<file path="src/rtl/tapcal_pkg.sv">
`timescale 1ns/1ps
package tapcal_pkg;
  typedef enum logic [2:0] {
    ST_IDLE,
    ST_LRST,   // zero the active delay line before the sweep
    ST_MEAS,   // gather read-back words at the current tap
    ST_STEP,   // move one tap up
    ST_PICK,   // latch the chosen tap
    ST_PRST,   // zero the line before programming
    ST_PINC,   // walk the line up to the chosen tap
    ST_DONE
  } cal_st_e;
endpackage

</file>
<file path="src/rtl/tapcal_match.sv">
`timescale 1ns/1ps
module tapcal_match #(
  parameter int DW = 8,
  parameter logic [DW-1:0] PATTERN = 'hA5,
  parameter int MATCH_N = 4
) (
  input  logic          clk,
  input  logic          rst_n,
  input  logic          clr,
  input  logic          take,
  input  logic [DW-1:0] data,
  output logic          verdict_vld,
  output logic          verdict_pass
);
  localparam int CNT_W = $clog2(MATCH_N + 1);
  localparam logic [CNT_W-1:0] HIT_AT = CNT_W'(MATCH_N - 1);

  logic [CNT_W-1:0] run_q;
  logic             miss;
  logic             hit;

  assign miss         = (data != PATTERN);
  assign hit          = (run_q == HIT_AT);
  assign verdict_vld  = take && (miss || hit);
  assign verdict_pass = !miss;

  always_ff @(posedge clk or negedge rst_n) begin
    if (!rst_n)           run_q <= '0;
    else if (clr)         run_q <= '0;
    else if (verdict_vld) run_q <= '0;
    else if (take)        run_q <= run_q + 1'b1;
  end
endmodule

</file>
<file path="src/rtl/tapcal_window.sv">
`timescale 1ns/1ps
module tapcal_window #(
  parameter int TAP_W = 6
) (
  input  logic             clk,
  input  logic             rst_n,
  input  logic             clr,
  input  logic             upd,
  input  logic             pass,
  input  logic [TAP_W-1:0] tap,
  output logic             open_found,
  output logic [TAP_W-1:0] open_tap,
  output logic [TAP_W-1:0] last_tap
);
  always_ff @(posedge clk or negedge rst_n) begin
    if (!rst_n) begin
      open_found <= 1'b0;
      open_tap   <= '0;
      last_tap   <= '0;
    end else if (clr) begin
      open_found <= 1'b0;
      open_tap   <= '0;
      last_tap   <= '0;
    end else if (upd && pass) begin
      if (!open_found) begin
        open_found <= 1'b1;
        open_tap   <= tap;
      end
      last_tap <= tap;
    end
  end
endmodule

</file>
<file path="src/rtl/tapcal_pick.sv">
`timescale 1ns/1ps
module tapcal_pick #(
  parameter int TAP_W    = 6,
  parameter int LEAD_OFS = 10
) (
  input  logic             open_found,
  input  logic             closed,
  input  logic [TAP_W-1:0] open_tap,
  input  logic [TAP_W-1:0] last_tap,
  output logic [TAP_W-1:0] pick,
  output logic             none
);
  localparam logic [TAP_W:0] TOP_W = {1'b0, {TAP_W{1'b1}}};
  localparam logic [TAP_W:0] OFS_W = (TAP_W+1)'(LEAD_OFS);

  logic [TAP_W:0] span_sum;
  logic [TAP_W:0] ofs_sum;

  assign span_sum = {1'b0, open_tap} + {1'b0, last_tap};
  assign ofs_sum  = {1'b0, open_tap} + OFS_W;
  assign none     = !open_found;

  always_comb begin
    if (!open_found)        pick = '0;
    else if (closed)        pick = span_sum[TAP_W:1];
    else if (ofs_sum > TOP_W) pick = TOP_W[TAP_W-1:0];
    else                    pick = ofs_sum[TAP_W-1:0];
  end
endmodule

</file>
<file path="src/rtl/tapcal_top.sv">
`timescale 1ns/1ps
module tapcal_top
  import tapcal_pkg::*;
#(
  parameter int LANES    = 2,
  parameter int TAP_W    = 6,
  parameter int DW       = 8,
  parameter logic [DW-1:0] PATTERN = 'hA5,
  parameter int MATCH_N  = 4,
  parameter int LEAD_OFS = 10,
  localparam int LANE_W  = (LANES > 1) ? $clog2(LANES) : 1
) (
  input  logic                        clk,
  input  logic                        rst_n,
  input  logic                        start,
  input  logic                        smp_valid,
  input  logic [DW-1:0]               smp_data,
  output logic                        smp_ready,
  output logic [LANE_W-1:0]           cal_lane,
  output logic [LANES-1:0]            dly_rst,
  output logic [LANES-1:0]            dly_inc,
  output logic [LANES-1:0][TAP_W-1:0] tap_out,
  output logic                        done,
  output logic                        err
);
  localparam logic [TAP_W-1:0]  TAP_TOP   = {TAP_W{1'b1}};
  localparam logic [LANE_W-1:0] LANE_LAST = LANE_W'(LANES - 1);

  cal_st_e                     st_q;
  logic [LANE_W-1:0]           lane_q;
  logic [TAP_W-1:0]            tap_q;
  logic [TAP_W-1:0]            prog_q;
  logic                        closed_q;
  logic                        err_q;
  logic [LANES-1:0][TAP_W-1:0] res_q;

  logic             take;
  logic             v_vld, v_pass;
  logic             open_found;
  logic [TAP_W-1:0] open_tap, last_tap;
  logic [TAP_W-1:0] pick_w;
  logic             none_w;
  logic             last_lane;
  logic             at_top;
  cal_st_e          adv_st;

  assign smp_ready = (st_q == ST_MEAS);
  assign take      = smp_valid && smp_ready;
  assign last_lane = (lane_q == LANE_LAST);
  assign at_top    = (tap_q == TAP_TOP);
  assign adv_st    = last_lane ? ST_DONE : ST_LRST;

  tapcal_match #(.DW(DW), .PATTERN(PATTERN), .MATCH_N(MATCH_N)) u_match (
    .clk         (clk),
    .rst_n       (rst_n),
    .clr         (st_q == ST_LRST || st_q == ST_STEP),
    .take        (take),
    .data        (smp_data),
    .verdict_vld (v_vld),
    .verdict_pass(v_pass)
  );

  tapcal_window #(.TAP_W(TAP_W)) u_window (
    .clk       (clk),
    .rst_n     (rst_n),
    .clr       (st_q == ST_LRST),
    .upd       (v_vld),
    .pass      (v_pass),
    .tap       (tap_q),
    .open_found(open_found),
    .open_tap  (open_tap),
    .last_tap  (last_tap)
  );

  tapcal_pick #(.TAP_W(TAP_W), .LEAD_OFS(LEAD_OFS)) u_pick (
    .open_found(open_found),
    .closed    (closed_q),
    .open_tap  (open_tap),
    .last_tap  (last_tap),
    .pick      (pick_w),
    .none      (none_w)
  );

  always_ff @(posedge clk or negedge rst_n) begin
    if (!rst_n) begin
      st_q     <= ST_IDLE;
      lane_q   <= '0;
      tap_q    <= '0;
      prog_q   <= '0;
      closed_q <= 1'b0;
      err_q    <= 1'b0;
      res_q    <= '0;
    end else begin
      unique case (st_q)
        ST_IDLE, ST_DONE: begin
          if (start) begin
            lane_q <= '0;
            err_q  <= 1'b0;
            res_q  <= '0;
            st_q   <= ST_LRST;
          end
        end
        ST_LRST: begin
          tap_q    <= '0;
          closed_q <= 1'b0;
          st_q     <= ST_MEAS;
        end
        ST_MEAS: begin
          if (v_vld) begin
            if (v_pass) begin
              st_q <= at_top ? ST_PICK : ST_STEP;
            end else if (open_found) begin
              closed_q <= 1'b1;
              st_q     <= ST_PICK;
            end else begin
              st_q <= at_top ? ST_PICK : ST_STEP;
            end
          end
        end
        ST_STEP: begin
          tap_q <= tap_q + 1'b1;
          st_q  <= ST_MEAS;
        end
        ST_PICK: begin
          res_q[lane_q] <= pick_w;
          prog_q        <= pick_w;
          if (none_w) err_q <= 1'b1;
          st_q <= ST_PRST;
        end
        ST_PRST: begin
          if (prog_q == '0) begin
            st_q   <= adv_st;
            lane_q <= last_lane ? lane_q : lane_q + 1'b1;
          end else begin
            st_q <= ST_PINC;
          end
        end
        ST_PINC: begin
          prog_q <= prog_q - 1'b1;
          if (prog_q == TAP_W'(1)) begin
            st_q   <= adv_st;
            lane_q <= last_lane ? lane_q : lane_q + 1'b1;
          end
        end
        default: st_q <= ST_IDLE;
      endcase
    end
  end

  for (genvar g = 0; g < LANES; g++) begin : g_lane
    logic sel;
    assign sel        = (lane_q == LANE_W'(g));
    assign dly_rst[g] = sel && (st_q == ST_LRST || st_q == ST_PRST);
    assign dly_inc[g] = sel && (st_q == ST_STEP || st_q == ST_PINC);
  end

  assign cal_lane = lane_q;
  assign tap_out  = res_q;
  assign done     = (st_q == ST_DONE);
  assign err      = err_q;
endmodule

</file>
<file path="config.mk">
export PLATFORM = sky130hd
export DESIGN_NAME = tapcal_top
export DESIGN_NICKNAME = d
export VERILOG_FILES = /design/src/rtl/tapcal_pkg.sv /design/src/rtl/tapcal_match.sv /design/src/rtl/tapcal_window.sv /design/src/rtl/tapcal_pick.sv /design/src/rtl/tapcal_top.sv
export SDC_FILE = /design/constraint.sdc
export NUM_CORES = 1
export LEC_CHECK = 0
export BUFFER_PORTS_ARGS = -buffer_cell sky130_fd_sc_hd__buf_2
export CORE_MARGIN = 2
export CORE_UTILIZATION = 54
export DETAILED_ROUTE_END_ITERATION = 10
export PLACE_DENSITY = 0.76
export SYNTH_ARGS = -nofsm -noshare
export SYNTH_HDL_FRONTEND = slang
export SYNTH_HIERARCHICAL = 1
export SYNTH_SLANG_ARGS = --single-unit
</file>
<file path="constraint.sdc">
create_clock -name clk -period 5.25 [get_ports clk]
set_clock_uncertainty 0.05 [all_clocks]
set_input_delay 0.2625 -clock clk [delete_from_list [all_inputs] [get_ports clk]]
set_output_delay 0.2625 -clock clk [all_outputs]
set_load 0.01 [all_outputs]
</file>
Word level (Yosys, flattened, before mapping)
Cells that the tools add are included.

storage, ports and cells
  output and inout port bits = 20
  memory bits (read-only) = 0
  input bits = 12
  bits in latches = 0
  memories = 0
  register bits after elaboration = 46
  memory bits (writable) = 0
  word-level logic and storage cells = 111

cells by class
  multiply operators = 0
  divide/modulo/power cells = 0
  mux-type cells = 40
  shift-type cells = 0
  $add $sub $neg = 6
  bitwise operators = 1
  reductions and logical operators = 30
  eq/ne operators = 19
  order comparisons = 3

operators with widths
  cell                 number
  $mux 6               9
  $mux 3               11
  $pmux 12 s2          1
  $pmux 6 s2           2
  $pmux 3 s6           1
  $bwmux 12            1
  $eq 3x3->1 const B   4
  $mux 12              1
  $mux 1               10
  $reduce_bool 2->1    5
  $eq 3x2->1 const B   3
  $logic_and 1x1->1    8
  $ne 2x1->1 const B   4
  $ne 2x2->1 const B   4
  $ne 8x8->1 const B   1
  $reduce_and 4->1     2
  $add 6x4->7 const B  1
  $add 6x6->7          1
  $gt 7x6->1 const B   1
  $add 6x1->6 const B  1
  $demux 6 s1          1
  $eq 6x1->1 const B   1
  $eq 6x6->1 const B   1
  $logic_not 6->1      1
  16 further kinds     24

Longest topological paths before layout
Gate-level depths: netlist of the first run.

  word-level depth = 7
  gate-level depth with buffers = 10
  depth with buffers taken out = 9

Modules after synthesis
Netlist of the first run, hierarchy kept.

by module, submodules not included
  module         seq. area each (um^2)  area each (um^2)  instances  cells an instance
  tapcal_top     750.7                  1675.4            1          191
  tapcal_window  325.3                  641.9             1          57
  tapcal_pick    0.0                    390.4             1          53
  tapcal_match   75.1                   211.5             1          20

Least setup slack after synthesis of the first run
OpenSTA, ideal clock, no wires.

  path kind = register -> register
  start = reg u_window.open_tap[1]
  end = reg prog_q[5]
  data arrival time = 2041 ps
  setup time = 77 ps
  buffers on the path = 0
  clock period less this slack = 2169 ps
  stages on the path, launching flop included = 10
  required time = 5123 ps
  slack = 3081 ps
  cell sequence = dfrtp_1 inv_1 fa_1 nor2b_1 o21ai_1 a21boi_0 o21ai_0 a221oi_1 o21ai_0 a21oi_1

between the ends
  cells in the longest elaborated chain, start to end = 6
  elaborated cells on any way between the ends = 7
  classes of those cells = add/sub (2); order compare (1); mux (4)

ends and longest elaborated chain
  what                    line                 source
  start, declared         tapcal_window.sv:12  output logic [TAP_W-1:0] open_tap,
  start signal, assigned  tapcal_window.sv:27  open_tap <= tap;
  $add 6x4->7             tapcal_pick.sv:20    assign ofs_sum = {1'b0, open_tap} + OFS_W;
  $gt 7x6->1              tapcal_pick.sv:26    else if (ofs_sum > TOP_W) pick = TOP_W[TAP_W-1:0];
  $mux 6                  tapcal_pick.sv:26
  $mux 6 *                tapcal_pick.sv:25    else if (closed) pick = span_sum[TAP_W:1];
  $mux 6 *                tapcal_pick.sv:24    if (!open_found) pick = '0;
  named net pick_w[5]     tapcal_top.sv:41     logic [TAP_W-1:0] pick_w;
  $pmux 6 s2 *            tapcal_top.sv:94     unique case (st_q)
  end signal, assigned    tapcal_top.sv:126    prog_q <= pick_w;
  end signal, assigned    tapcal_top.sv:139    prog_q <= prog_q - 1'b1;
  end, declared           tapcal_top.sv:32     logic [TAP_W-1:0] prog_q;

The timed path passes the listed nets; every way through them passes the cells marked *.
A chain may end at the register's enable or synchronous reset.

Worst setup path in the final report of the first run
  start = reg st_q[1]
  end = reg st_q[2]

between the ends
  cells in the longest elaborated chain, start to end = 5
  elaborated cells on any way between the ends = 17
  classes of those cells = eq/ne (10); mux (1); reduce/logical (6)

ends and longest elaborated chain
  what                               line                source
  start, declared                    tapcal_top.sv:29    cal_st_e st_q;
  start signal, assigned             tapcal_top.sv:111   st_q <= at_top ? ST_PICK : ST_STEP;
  start signal, assigned             tapcal_top.sv:116   st_q <= at_top ? ST_PICK : ST_STEP;
  start signal, assigned             tapcal_top.sv:132   st_q <= adv_st;
  $eq 3x2->1                         tapcal_top.sv:47    assign smp_ready = (st_q == ST_MEAS);
  $logic_and 1x1->1                  tapcal_top.sv:48    assign take = smp_valid && smp_ready;
  named net take                     tapcal_top.sv:37    logic take;
  $logic_and 1x1->1                  tapcal_match.sv:24  assign verdict_vld = take && (miss || hit);
  named net v_vld                    tapcal_top.sv:38    logic v_vld, v_pass;
  $ne 2x1->1 (no source line)        n/a
  $reduce_and 3->1 (no source line)  n/a

The timed path passes the listed nets, and every way through them passes these cells.

==> results.yml, run 1 <==
global_routing:
  grt_start_max_net_pins: 47
  gr-total-overflow: 0
  first_pass_grt_wire_length_mm: 11.1
  groute.usage.overall_pct: 23.2
  number_of_antenna_violations_at_the_first_check_in_global_routing: 0
  number_of_global_route_vias_before_repair: 2309
yosys:
  mappedNetlistNets: 347
  per_instance_average_area_after_synthesis_um2: 9.09
  yosys-top-cells-count: "sky130_fd_sc_hd__dfrtp_1, sky130_fd_sc_hd__nand2_1, sky130_fd_sc_hd__a21oi_1, sky130_fd_sc_hd__o21ai_0, sky130_fd_sc_hd__nand2b_1"
  ys_ff_latch: 46
  synth.lib_cells_used.distinct: 55
  seq_area_frac_synth_pct: 39.4
  ys_warn_count: 6
  synth_enable_flop_cells: 0
  yosys_most_used_dff: "sky130_fd_sc_hd__dfrtp_1"
  ys_async_sr_fraction_pct: 100
  synth.cell_area_um2: 2920
  yosysTopAreaCell: "sky130_fd_sc_hd__dfrtp_1"
  synth_top_cells_by_area: "sky130_fd_sc_hd__dfrtp_1, sky130_fd_sc_hd__ha_1, sky130_fd_sc_hd__a21oi_1"
  synth.top_cell.area_share_pct: 39.4
  synthCells: 321
  post-synth-top-count-cell: "sky130_fd_sc_hd__dfrtp_1"
cts:
  cts-buffers-inserted: 5
  ctsRootBufferMaster: "sky130_fd_sc_hd__clkbuf_8"
  cts_tree: "yes"
  cts_post_setup_buffers_inserted: 0
  cts.reportedPaths.clkPinSlew_ns: 0.08
  cts.path.max_buffers: 2
  htree_levels: 2
  worst_skew_pair.late_latency_ns: 0.30
  cts_resized: 0
  clock-sinks: 46
  ctsHoldBuffers: 0
run_status:
  status: "finished, final reports clean"
sta:
  unrepaired_setup_endpoints_after_global_routing: "no"
  timing.final.hold_violations: 0
  setup_slack_ns: 2.36
  finalSetupTns_ns: 0
  highest_clock_rate_mhz: 346
  worst_slew_margin_rel_pct: 31.8
  final-setup-viol-count: 0
  maxSlewViolCount: 0
  post-route-period-util_pct: 55.0
  timing.final.crit_period_ns: 2.89
  worst-slew-pin-transition_ns: 1.02
critical_path:
  slowest_delay_ns: 0.95
  required_time_of_the_critical_path_ns: 5.43
  arrival_ns: 3.07
  worst-path-max-fanout: 32
  crit_buf_inv: 0
  crit_path_cell_trace: "nand2_1, nor2_1, and2_1, o21a_1, nor2b_1, a21oi_1, o32ai_1, nand3b_1"
  worstSetupStartpointType: "flop"
  worst_setup_path_end_kind: "flop"
  crit_type: "flop to flop"
  slowest_stage: "sky130_fd_sc_hd__dfrtp_1"
  crit_family: "simple AND/OR/NAND/NOR gates"
placement:
  buffer_ports.inserted: 31
  detailed_place_hpwl_mm: 4.76
  detailedPlace.worstSlack_ns: 2.46
  placed_cells_incl_taps: 405
  place.gp.congestion: 0.902
drt:
  detailroute.via_count: 2500
  first_pass_iters: 4
  drt-total-wl_mm: 6.73
  routedWlPerCell_um: 16.3
  remaining_drc_errors: 0
  detail_route.vias_per_cell: 6.05
  detail_route.iter0.violations: 137
  ant_nets: 0
floorplan:
  floorplan.rows: 26
  start_util_pct: 56.4
  die_area_um2: 6010
  die_y_um: 77.5
  die_w_um: 77.5
  core_region_area_um2: 5170
  top_level_port_count: 32
cells_and_area:
  multi_input_area_um2: 1620
  ff_latch_area_um2: 1150
  layout-drive-gt1-share_pct: 15.7
  post_layout_nonfiller_instances: 413
  final.fill_count: 452
  final_net_count: 368
  num_antenna_cells: 0
  flow.area_growth_from_synthesis_pct: 8.32
run:
  maxCapViolCount: 0
power_and_ir_drop:
  p_int_uw: 738
  pwr-share-comb_pct: 39.6
  swShare_pct: 45.7
  pwr-share-clk_pct: 16.5
  power-per-cell-area_nw_per_um2: 430
  vdd_drop_max_uv: 276
  power.switching_uw: 621
  p_leak_uw: 0.00147
  power.sequential.fraction_pct: 43.9
hold_path:
  hold_path.class: "primary input to asynchronous set/reset pin"
registers in the layout, summed over array words and instances, names as in the netlist:
name and cells:
u_window/open_tap 6, err 1, tap_out 12, prog_q 6
closed_q 1, st_q 3, u_window/open_found 1, cal_lane 1
u_window/last_tap 6, tap_q 6, u_match/run_q 3
routing by layer:
layer	share of wire, %	GRT usage [%]
met4	0.91	6.07
met2	45	36.6
met5	0	0
met1	47	33.3
met3	6.2	3.60
cell type report:
class,instances,share of cell area [%]
Tap cell,70,2.77
Sequential cell,46,36.4
Multi-Input combinational cell,243,51.3
Inverter,15,1.78
Clock buffer,5,2.18
Timing Repair Buffer,31,4.91
Clock inverter,3,0.673
power by group through the flow:
stage               combinational [uW]  clock [uW]  sequential (uW)
floorplan                          488           0              510
global route                       611         242              614
finish                             539         224              596
CTS                                533         227              592
detailed placement                 532           0              598
global placement                   520           0              596
cells by family (layout without fill, tap and decap cells):
group / count (synthesis) / after routing / share of synthesized area, %
flip-flops: 46 / 46 / 39.4
XOR/XNOR: 7 / 7 / 2.10
buffers and inverters: 32 / 54 / 5.01
multiplexers: 8 / 8 / 2.74
AO/OA/AOI/OAI: 104 / 104 / 24.9
adder cells (fa/ha/maj): 14 / 14 / 6.26
AND/OR/NAND/NOR: 110 / 110 / 19.5
placed cells by master (no fill, tap or decap), types with 2 or more instances in the layout:
master / n
sky130_fd_sc_hd__nand2b_1: 17
sky130_fd_sc_hd__nand2_1: 34
sky130_fd_sc_hd__nand3_1: 15
sky130_fd_sc_hd__a21o_1: 3
sky130_fd_sc_hd__a32oi_1: 2
sky130_fd_sc_hd__a221oi_1: 4
sky130_fd_sc_hd__a22o_1: 12
sky130_fd_sc_hd__xor2_1: 4
sky130_fd_sc_hd__a31oi_1: 4
sky130_fd_sc_hd__inv_1: 14
sky130_fd_sc_hd__o31ai_2: 3
sky130_fd_sc_hd__and3_1: 2
sky130_fd_sc_hd__a21oi_1: 26
sky130_fd_sc_hd__nand4_1: 2
sky130_fd_sc_hd__nor3_1: 8
sky130_fd_sc_hd__mux2i_1: 8
sky130_fd_sc_hd__o21ai_1: 2
sky130_fd_sc_hd__buf_2: 31
sky130_fd_sc_hd__a22oi_1: 2
sky130_fd_sc_hd__a211oi_1: 2
sky130_fd_sc_hd__nor2b_1: 8
sky130_fd_sc_hd__o21ai_0: 20
sky130_fd_sc_hd__and4bb_1: 2
sky130_fd_sc_hd__xnor2_1: 3
sky130_fd_sc_hd__dfrtp_1: 46
sky130_fd_sc_hd__nor2_1: 16
sky130_fd_sc_hd__a21bo_2: 6
sky130_fd_sc_hd__clkbuf_8: 5
sky130_fd_sc_hd__o211a_1: 2
sky130_fd_sc_hd__o211ai_1: 3
sky130_fd_sc_hd__ha_1: 13
stage by stage:
stage	util [%]	hold WS, ns	instance area, um^2	total power, uW
final	61.1	0.0828	3160	1360
after CTS	61.1	0.118	3160	1350
after floorplan	-	-0.0831	2920	998
after detailed placement	59.4	0.431	3070	1130
after global placement	59.4	0.426	3070	1120
after global routing	61.1	0.176	3160	1470
final timing paths:
check | startpoint | to | slack, ns | depth (start not counted)
max | st_q[1]$_DFFE_PN0P_ | st_q[2]$_DFFE_PN0P_ | 2.36 | 8
min | rst_n | tap_q[2]$_DFFE_PN0P_ | 0.08 | 1
max reg2reg | st_q[1]$_DFFE_PN0P_ | st_q[2]$_DFFE_PN0P_ | 2.36 | 8
min reg2reg | tap_out[4]$_DFFE_PN0P_ | tap_out[4]$_DFFE_PN0P_ | 0.45 | 1
max in group asynchronous | rst_n | st_q[2]$_DFFE_PN0P_ | 4.44 | 1
min in group clk | start | st_q[2]$_DFFE_PN0P_ | 0.34 | 4
Power figures use the tool's default switching activity.
==> run 2: changes to the inputs <==
Settings changed: CORE_UTILIZATION 54 to 53, PLACE_DENSITY 0.76 to 0.78.
Clock period 5.25 ns to 2.6 ns, I/O delays scaled along.
==> results.yml, run 2 (same netlist as run 1, synthesis figures left out) <==
drt:
  ant_nets: 0
  first_pass_iters: 4
  drt-total-wl_mm: 6.54
  detail_route.iter0.violations: 188
  remaining_drc_errors: 0
  routedWlPerCell_um: 15.5
  detailroute.via_count: 2493
  detail_route.vias_per_cell: 5.89
hold_path:
  hold_path.class: "primary input to flop"
critical_path:
  required_time_of_the_critical_path_ns: 2.78
  crit_type: "flop to flop"
  rrSetupSlack_ns: 0.18
  arrival_ns: 2.60
  worstSetupStartpoint: "u_window/open_tap[1]$_DFFE_PN0P_"
  timing.rr.end: "prog_q[5]$_DFFE_PN0P_"
  r2r.worst_path.cells: 9
  r2r-start: "u_window/open_tap[1]$_DFFE_PN0P_"
  critical_path.endpoint: "prog_q[5]$_DFFE_PN0P_"
  worst_setup_path_end_kind: "flop"
  worst-path-max-fanout: 8
  worstSetupStartpointType: "flop"
cts:
  cts_tree: "yes"
  cts.reportedPaths.clkPinSlew_ns: 0.09
  htree_levels: 2
  worst_skew_pair.late_latency_ns: 0.30
  ctsRootBufferMaster: "sky130_fd_sc_hd__clkbuf_8"
  cts_resized: 0
  cts-buffers-inserted: 5
  cts.path.max_buffers: 2
  clock-sinks: 46
floorplan:
  start_util_pct: 54.0
  floorplan.rows: 27
  top_level_port_count: 32
  die_y_um: 78.2
  die_w_um: 78.2
  core_region_area_um2: 5410
  die_area_um2: 6120
global_routing:
  groute.usage.overall_pct: 22.8
  first_pass_grt_wire_length_mm: 11.2
  gr-total-overflow: 0
  number_of_antenna_violations_at_the_first_check_in_global_routing: 0
  number_of_global_route_vias_before_repair: 2321
  grt_start_max_net_pins: 47
run:
  maxCapViolCount: 0
cells_and_area:
  multi_input_area_um2: 1620
  layout-drive-gt1-share_pct: 17.4
  largest_register_ff_count: 12
  ff_latch_area_um2: 1150
  final_common_cell: "sky130_fd_sc_hd__dfrtp_1"
  layout.cells.most_common_list: "sky130_fd_sc_hd__dfrtp_1, sky130_fd_sc_hd__nand2_1, sky130_fd_sc_hd__buf_2"
  final.fill_count: 497
  flow.area_growth_from_synthesis_pct: 10.5
  num_antenna_cells: 0
  final_net_count: 376
sta:
  finalSetupTns_ns: 0
  final-setup-viol-count: 0
  highest_clock_rate_mhz: 413
  worst-slew-pin-transition_ns: 1.03
  post-route-period-util_pct: 93.2
  setup_slack_ns: 0.178
  timing.final.crit_period_ns: 2.42
  maxSlewViolCount: 0
  worst_slew_margin_rel_pct: 31.4
  timing.final.hold_violations: 0
  fin_hold_ws_ns: 0.194
  unrepaired_setup_endpoints_after_global_routing: "no"
placement:
  detailed_place_hpwl_mm: 4.70
  buffer_ports.inserted: 31
  detailedPlace.worstSlack_ns: 0.213
  place.gp.congestion: 0.856
run_status:
  status: "finished, final reports clean"
power_and_ir_drop:
  power-per-cell-area_nw_per_um2: 871
  vdd_drop_max_uv: 785
  p_leak_uw: 0.00151
run 2: changes by cell type in the layout (fill, tap and decap cells not counted), sizes merged:
cell / before / now
buf: 31 / 38
dlygate4sd3: 0 / 1
run 2: per-stage QoR:
step	instance area, um^2	std cells	util, %	total power [uW]
final	3230	423	59.7	2810
after global routing	3230	423	59.7	3050
after detailed placement	3130	414	57.8	2360
after floorplan	2920	321	-	2010
after global placement	3130	414	57.8	2310
after CTS	3230	423	59.7	2810
run 2: critical path: stages (launching register included):
cell	delay (ns)
sky130_fd_sc_hd__dfrtp_1	0.48
sky130_fd_sc_hd__inv_1	0.13
sky130_fd_sc_hd__fa_1	0.47
sky130_fd_sc_hd__nor2b_1	0.13
sky130_fd_sc_hd__o21ai_1	0.08
sky130_fd_sc_hd__a21boi_0	0.24
sky130_fd_sc_hd__o21ai_0	0.11
sky130_fd_sc_hd__a221oi_1	0.39
sky130_fd_sc_hd__o21ai_0	0.13
sky130_fd_sc_hd__a21oi_1	0.16
run 2: how the worst min path moves through the flow:
stage | start | endpoint | slack, ns | cells past startpoint
floorplan | rst_n | cal_lane$_DFFE_PN0P_ | -0.22 | 0
global placement | rst_n | tap_q[0]$_DFFE_PN0P_ | 0.31 | 1
detailed placement | rst_n | tap_q[0]$_DFFE_PN0P_ | 0.32 | 1
CTS | start | err$_DFFE_PN0P_ | 0.19 | 4
global route | start | err$_DFFE_PN0P_ | 0.26 | 4
finish | start | err$_DFFE_PN0P_ | 0.19 | 4
run 2: repair_timing:
item	4_1_cts	5_1_grt
buffers inserted	0	0
setup endpoints to repair	0	0
hold endpoints to repair	44	0
hold buffers	1	0
run 2: final cells by class:
cell class / count / share of cell area (%)
Clock inverter: 3 / 0.659
Tap cell: 72 / 2.79
Multi-Input combinational cell: 243 / 50.3
Sequential cell: 46 / 35.7
Timing Repair Buffer: 39 / 6.75
Clock buffer: 5 / 2.13
Inverter: 15 / 1.74
run 2: report_power, final:
| part | internal, uW | switching (uW) | total, uW |
|---|---|---|---|
| registers | 859 | 221 | 1080 |
| logic | 494 | 787 | 1280 |
| clock network | 189 | 261 | 450 |
| total | 1540 | 1270 | 2810 |
run 2: layer usage:
metal	track usage (%)	routed length, um	part of all wire [%]	up-vias
li1	-	-	-	1215
met4	7.02	98	1.5	0
met3	3.56	258	3.9	10
met5	0	0	0	-
met2	36.6	3050	47	65
met1	32.0	3130	48	1203
